`src/rtl/ptsched_pkg.sv`:
```
package ptsched_pkg;

  typedef enum logic [1:0] {
    ALIGN_BEGIN = 2'd0,
    ALIGN_PEAK  = 2'd1,
    ALIGN_END   = 2'd2,
    ALIGN_RSVD  = 2'd3
  } alignMode_e;

  // control -> datapath strobes
  typedef struct packed {
    logic restartCnt;
    logic capturePeriod;
  } dpStrobe_t;

  // index of each early-launch comparator
  localparam int HIT_PEAK = 0;
  localparam int HIT_END  = 1;
  localparam int NUM_HITS = 2;

endpackage

```
`src/rtl/pt_datapath.sv`:
```
module pt_datapath
  import ptsched_pkg::*;
#(
  parameter int CNT_W    = 12,
  parameter int CONV_LEN = 32
) (
  input  logic                clk,
  input  logic                rstN,
  input  dpStrobe_t           strobe,
  output logic                gapOk,
  output logic [NUM_HITS-1:0] alignHit
);

  localparam logic [CNT_W-1:0] CNT_MAX  = '1;
  localparam int               HALF_LEN = CONV_LEN / 2;

  logic [CNT_W-1:0] sinceLast;
  logic [CNT_W-1:0] periodReg;

  // clocks elapsed since the last channel-1 start, saturating
  always_ff @(posedge clk) begin
    if (!rstN) begin
      sinceLast <= '0;
    end else if (strobe.restartCnt) begin
      sinceLast <= CNT_W'(1);
    end else if (sinceLast != CNT_MAX) begin
      sinceLast <= sinceLast + CNT_W'(1);
    end
  end

  always_ff @(posedge clk) begin
    if (!rstN) begin
      periodReg <= '0;
    end else if (strobe.capturePeriod) begin
      periodReg <= sinceLast;
    end
  end

  assign gapOk = (sinceLast > CNT_W'(CONV_LEN)) && (sinceLast != CNT_MAX);

  // one comparator per early-launch offset
  for (genvar g = 0; g < NUM_HITS; g++) begin : gHit
    localparam int SHIFT = (g == HIT_PEAK) ? HALF_LEN : CONV_LEN;
    assign alignHit[g] = (sinceLast == (periodReg - CNT_W'(SHIFT)));
  end

  p_restart_r4: assert property (@(posedge clk) disable iff (!rstN)
    strobe.restartCnt |=> sinceLast == CNT_W'(1));

  p_count_up_r4: assert property (@(posedge clk) disable iff (!rstN)
    (!strobe.restartCnt && sinceLast != CNT_MAX) |=> sinceLast == $past(sinceLast) + CNT_W'(1));

  p_saturate_r4: assert property (@(posedge clk) disable iff (!rstN)
    (!strobe.restartCnt && sinceLast == CNT_MAX) |=> $stable(sinceLast));

  p_capture_r4: assert property (@(posedge clk) disable iff (!rstN)
    strobe.capturePeriod |=> periodReg == $past(sinceLast));

endmodule

```
`src/rtl/pt_ctrl.sv`:
```
module pt_ctrl
  import ptsched_pkg::*;
#(
  parameter int ADDR_W    = 4,
  parameter int MODE_ADDR = 3
) (
  input  logic                clk,
  input  logic                rstN,
  input  logic                extStart,
  input  logic                chanSel,
  input  logic                cfgWrEn,
  input  logic [ADDR_W-1:0]   cfgAddr,
  input  logic [7:6]          cfgWrData,
  input  logic                gapOk,
  input  logic [NUM_HITS-1:0] alignHit,
  output dpStrobe_t           strobe,
  output logic                convStart
);

  alignMode_e modeReg;
  logic       havePrev;
  logic       periodValid;

  logic startCh1, startCh2;
  logic schedMode, schedActive, launchHit, fireNext, modeWrite;

  assign modeWrite = cfgWrEn && (cfgAddr == ADDR_W'(MODE_ADDR));

  always_ff @(posedge clk) begin
    if (!rstN) begin
      modeReg <= ALIGN_BEGIN;
    end else if (modeWrite) begin
      modeReg <= alignMode_e'(cfgWrData);
    end
  end

  always_comb begin
    startCh1    = extStart && !chanSel;
    startCh2    = extStart && chanSel;
    schedMode   = (modeReg == ALIGN_PEAK) || (modeReg == ALIGN_END);
    schedActive = schedMode && periodValid;
    launchHit   = periodValid &&
                  (((modeReg == ALIGN_PEAK) && alignHit[HIT_PEAK]) ||
                   ((modeReg == ALIGN_END)  && alignHit[HIT_END]));
    fireNext    = startCh2 || (startCh1 && !schedActive) || launchHit;
    strobe.restartCnt    = startCh1;
    strobe.capturePeriod = startCh1 && havePrev && gapOk;
  end

  always_ff @(posedge clk) begin
    if (!rstN) begin
      havePrev    <= 1'b0;
      periodValid <= 1'b0;
      convStart   <= 1'b0;
    end else begin
      convStart <= fireNext;
      if (startCh1) begin
        havePrev    <= 1'b1;
        periodValid <= havePrev && gapOk;
      end
    end
  end

  p_follow_r2: assert property (@(posedge clk) disable iff (!rstN)
    (extStart && modeReg == ALIGN_BEGIN) |=> convStart);

  p_reserved_r9: assert property (@(posedge clk) disable iff (!rstN)
    (extStart && modeReg == ALIGN_RSVD) |=> convStart);

  p_cfg_load_r3: assert property (@(posedge clk) disable iff (!rstN)
    modeWrite |=> modeReg == alignMode_e'($past(cfgWrData)));

  p_cfg_hold_r3: assert property (@(posedge clk) disable iff (!rstN)
    !modeWrite |=> $stable(modeReg));

  p_ch2_launch_r7: assert property (@(posedge clk) disable iff (!rstN)
    startCh2 |=> convStart);

  p_ch2_track_r7: assert property (@(posedge clk) disable iff (!rstN)
    startCh2 |=> ($stable(periodValid) && $stable(havePrev)));

  p_fallback_r8: assert property (@(posedge clk) disable iff (!rstN)
    (startCh1 && !periodValid) |=> convStart);

endmodule

```
`src/rtl/pretrig_sched.sv`:
```
module pretrig_sched
  import ptsched_pkg::*;
#(
  parameter int CNT_W     = 12,
  parameter int CONV_LEN  = 32,
  parameter int ADDR_W    = 4,
  parameter int MODE_ADDR = 3
) (
  input  logic              clk,
  input  logic              rstN,
  input  logic              extStart,
  input  logic              chanSel,
  input  logic              cfgWrEn,
  input  logic [ADDR_W-1:0] cfgAddr,
  input  logic [7:6]        cfgWrData,
  output logic              convStart
);

  dpStrobe_t           strobe;
  logic                gapOk;
  logic [NUM_HITS-1:0] alignHit;

  pt_ctrl #(
    .ADDR_W   (ADDR_W),
    .MODE_ADDR(MODE_ADDR)
  ) uCtrl (
    .clk      (clk),
    .rstN     (rstN),
    .extStart (extStart),
    .chanSel  (chanSel),
    .cfgWrEn  (cfgWrEn),
    .cfgAddr  (cfgAddr),
    .cfgWrData(cfgWrData),
    .gapOk    (gapOk),
    .alignHit (alignHit),
    .strobe   (strobe),
    .convStart(convStart)
  );

  pt_datapath #(
    .CNT_W   (CNT_W),
    .CONV_LEN(CONV_LEN)
  ) uDp (
    .clk     (clk),
    .rstN    (rstN),
    .strobe  (strobe),
    .gapOk   (gapOk),
    .alignHit(alignHit)
  );

  initial begin
    p_params_r4: assert ((CONV_LEN % 2 == 0) && (CONV_LEN + 1 < (1 << CNT_W)));
  end

endmodule

```
`config.mk`:
```
export PLATFORM = sky130hd
export DESIGN_NAME = pretrig_sched
export DESIGN_NICKNAME = d
export VERILOG_FILES = /design/src/rtl/ptsched_pkg.sv /design/src/rtl/pt_datapath.sv /design/src/rtl/pt_ctrl.sv /design/src/rtl/pretrig_sched.sv
export SDC_FILE = /design/constraint.sdc
export NUM_CORES = 1
export LEC_CHECK = 0
export ABC_AREA = 1
export BUFFER_PORTS_ARGS = -buffer_cell sky130_fd_sc_hd__buf_2
export CELL_PAD_IN_SITES_DETAIL_PLACEMENT = 0
export CELL_PAD_IN_SITES_GLOBAL_PLACEMENT = 1
export CORE_UTILIZATION = 25
export CTS_CLUSTER_SIZE = 12
export DETAILED_ROUTE_END_ITERATION = 12
export GPL_ROUTABILITY_DRIVEN = 0
export HOLD_SLACK_MARGIN = 0.06
export PLACE_DENSITY_LB_ADDON = 0.1
export REMOVE_ABC_BUFFERS = 1
export SYNTH_ARGS = -nofsm -noshare
export SYNTH_HDL_FRONTEND = slang
export SYNTH_SLANG_ARGS = --single-unit
```
`constraint.sdc`:
```
create_clock -name clk -period 1.48 [get_ports clk]
set_clock_uncertainty 0.1 [all_clocks]
set_input_delay 0.074 -clock clk [delete_from_list [all_inputs] [get_ports clk]]
set_output_delay 0.074 -clock clk [all_outputs]
set_load 0.05 [all_outputs]
```
==> key figures <==
CTS
  – Sink Count: 29
  – H-Tree Depth: 2
  – Clock transition at path regs: 70 ps
  – Clock root buffer: clkbuf_8
  – Clock Latency Late Sink: 290 ps
  – Num CTS Buffers: 5
  – Clock Tree Buf Depth: 2
  – CTS tree: done

Synth
  – Post-synthesis sequential area ratio: 0.314
  – Syn Inst Count: 283
  – Flops & latches, synth: 29
  – Number of flops mapped to enable cells by yosys: 0
  – Top cells by area, synth: dfxtp_1, nand2_1, inv_1
  – Main synth FF type: dfxtp_1
  – Yosys warns: 0
  – Cell taking the most area after synthesis: dfxtp_1
  – Synth top area share: 0.314
  – Post-synth ARST share: 0
  – Mapped Area: 1850 µm²
  – Count of distinct cell types in the synthesized netlist: 33
  – Syn_area_per_cell: 6.54 µm²

Timing
  – Final min period: 1550 ps
  – Final worst-path setup slack: -65.5 ps
  – Fin. Hold Viols: 0
  – Final setup violation count: 16
  – RSZ-0062 raised after global routing: yes
  – Final Slew Violations: 0
  – Relative slew slack: 0.779
  – F_max: 647 MHz
  – Final Cycle Share: 1.04
  – Actual slew at the worst max-slew pin: 331 ps

Final layout
  – Ant diodes: 0
  – Fin cells: 480
  – Share of layout cells above drive strength 1: 0.491
  – Layout fillers: 764
  – Register area: 604 µm²
  – Multi-input logic area: 1340 µm²
  – Finished Cell Area: 3150 µm²
  – Total Nets Final: 397
  – Area grow syn2layout: 70.2%
  – Core Util, Final: 0.437

Worst setup path
  – Critical path's top delay family: simple AND/OR/NAND/NOR gates
  – Crit Path Max Fanout: 6
  – Worst path buffer plus inverter count: 2
  – Worst path required time: 1560 ps
  – Setup crit end kind: flop
  – Register-to-register setup slack: -70 ps
  – CP peak stage delay: 390 ps
  – Crit path depth: 8
  – CP max-delay cell: dfxtp_4
  – Worst setup path end: uDp.periodReg[5]
  – Worst reg2reg path depth: 8
  – R2R Path Start: uDp.sinceLast[1]
  – Critical path launch point type: flop
  – Reg2reg end: uDp.periodReg[5]
  – Critical Path, Cell by Cell: ha_4 -> nand4_4 -> nor2_8 -> nand2_8 -> buf_12 -> nand3_4 -> buf_6 -> a21oi_2
  – Worst EP arrival: 1630 ps
  – Crit Path Category: flop to flop
  – Critical path origin: uDp.sinceLast[1]

Routing
  – Initial DRC Count: 71
  – Post-route ant nets: 0
  – DR WL/cell: 12.1 µm
  – Vias per std cell: 4.27
  – Uppermost layer routed: met4
  – Routed length on met2: 2790 µm
  – Final WL: 5810 µm
  – M1 wire length: 2830 µm
  – Met3 WL: 102 µm
  – TritonRoute pass-1 iters: 4
  – DRC Markers: 0
  – DR vias: 2050

Power
  – Lkg Pwr: 1.52 nW
  – Total power: 1.85 mW
  – PwrDens: 587 nW/µm²
  – Int Power: 1.41 mW
  – Sw frac: 0.235
  – Switching power: 0.436 mW
  – Combinational power share: 0.086
  – Max VDD drop: 311 µV
  – Clock share of power: 0.481
  – Reg power frac: 0.433

Global routing
  – Vias in the first global route: 1907
  – Gr ovfl total: 0
  – Total track usage: 0.162
  – Largest net degree at the start of global routing: 16
  – Antenna violations before repair: 0
  – First-pass GRT wire length: 9270 µm

Job
  – Max-cap violations: 0

Floorplan
  – Row count: 31
  – Starting density of the core: 0.257
  – I/O pin cnt: 12
  – Chip width: 88.1 µm
  – Die Span Y: 88.1 µm
  – DIE AREA: 7760 µm²
  – Core Box Area: 7210 µm²

Place
  – DP HPWL: 4190 µm
  – Port bufs: 11
  – Dpl cell area: 2500 µm²
  – Dpl ws: -256 ps
  – Cell count after placement: 454

Min path
  – Worst hold path type: input pin to flop

Run status
  – Failing checks: setup timing
  – Status: finished with violations
==> kinds of logic after synthesis <==
family	after synthesis	share of synthesized area
fa+ha+maj	6	0.0405
buf+inv	57	0.129
xor+xnor	5	0.0237
compound gates	54	0.169
simple gates	132	0.324
flops	29	0.314
==> power by group through the flow <==
stage	Clock, mW	Sequential (mW)	Combinational (mW)
2_1_floorplan	0	0.821	0.0466
3_3_place_gp	0	0.817	0.120
3_5_place_dp	0	0.817	0.119
4_1_cts	0.914	0.801	0.139
5_1_grt	0.945	0.802	0.174
6_report	0.890	0.801	0.159
==> flip-flops by register name, summed over array words and instances (netlist names) <==
signal             cells
uCtrl.havePrev         1
uCtrl.convStart        1
uCtrl.modeReg          2
uCtrl.periodValid      1
uDp.periodReg         12
uDp.sinceLast         12
==> cell usage after synthesis (2+ instances only) <==
library cell,instances
buf_2,2
nand3_1,22
o21ai_0,13
o22ai_1,2
o21ai_1,10
nor3_1,5
inv_2,2
xnor2_1,2
inv_1,49
xor2_1,3
a21oi_2,7
nand2_1,73
nor2_1,24
ha_1,6
dfxtp_1,29
a21oi_1,17
==> worst min path at each step <==
stage | slack (ps) | cells after the start | startpoint | end
4_1_cts | 80 | 4 | extStart | uCtrl.convStart
3_5_place_dp | 270 | 3 | cfgWrData[7] | uCtrl.modeReg[1]
5_1_grt | 100 | 4 | extStart | uCtrl.convStart
6_report | 90 | 4 | extStart | uCtrl.convStart
2_1_floorplan | 80 | 2 | rstN | uDp.sinceLast[0]
3_3_place_gp | 270 | 3 | cfgWrData[7] | uCtrl.modeReg[1]
==> tightest hold or removal path, stage by stage <==
cell     delay [ps]
buf_2           100
buf_4           120
o31ai_1          80
a21oi_2          60
==> through the flow <==
stage | hold slack (ps) | TNS [ps]
5_1_grt | 97.3 | -2180
3_5_place_dp | 267 | -4160
3_3_place_gp | 266 | -3910
2_1_floorplan | 79.5 | -1870
6_report | 90.8 | -652
4_1_cts | 77.7 | -639
==> what timing repair did <==
item,4_1_cts,5_1_grt
pin swaps,19,16
gates resized for setup,71,47
setup endpoints to repair,23,25
cloned,3,0
hold buffers,6,0
buffers inserted,4,6
endpoints found under the hold margin,5,0
==> per-layer routing <==
layer  track usage  vias to the layer above
li1              -                     1107
met1         0.217                      921
met2         0.257                       15
met3        0.0320                        7
met4        0.0587                        0
met5             0                        -
==> layout make-up <==
| type | instances | share of cell area |
|---|---|---|
| clock buffers | 6 | 0.0262 |
| clock inverters | 2 | 0.0119 |
| inverters | 51 | 0.0631 |
| multi-input cells | 200 | 0.424 |
| flip-flops and latches | 29 | 0.192 |
| well taps | 99 | 0.0393 |
| repair buffers | 93 | 0.243 |
==> cells in the final DEF (no fill, tap or decap), types with 2 or more instances in the layout <==
cell,n
a21oi_1,12
a21oi_2,12
buf_12,2
buf_2,11
buf_4,59
buf_6,15
clkbuf_8,6
dfxtp_1,16
dfxtp_2,10
dfxtp_4,3
dlygate4sd3_1,6
ha_1,2
ha_4,4
inv_1,39
inv_2,9
inv_4,3
nand2_1,59
nand2_2,13
nand3_1,14
nand3_2,7
nand3_4,5
nor2_1,17
nor2_2,5
nor2_4,3
nor3_1,3
nor3_2,2
o21ai_0,3
o21ai_1,10
o21ai_2,10
o22ai_1,2
xnor2_1,2
xor2_1,2
(Power assumes the default switching activity.)
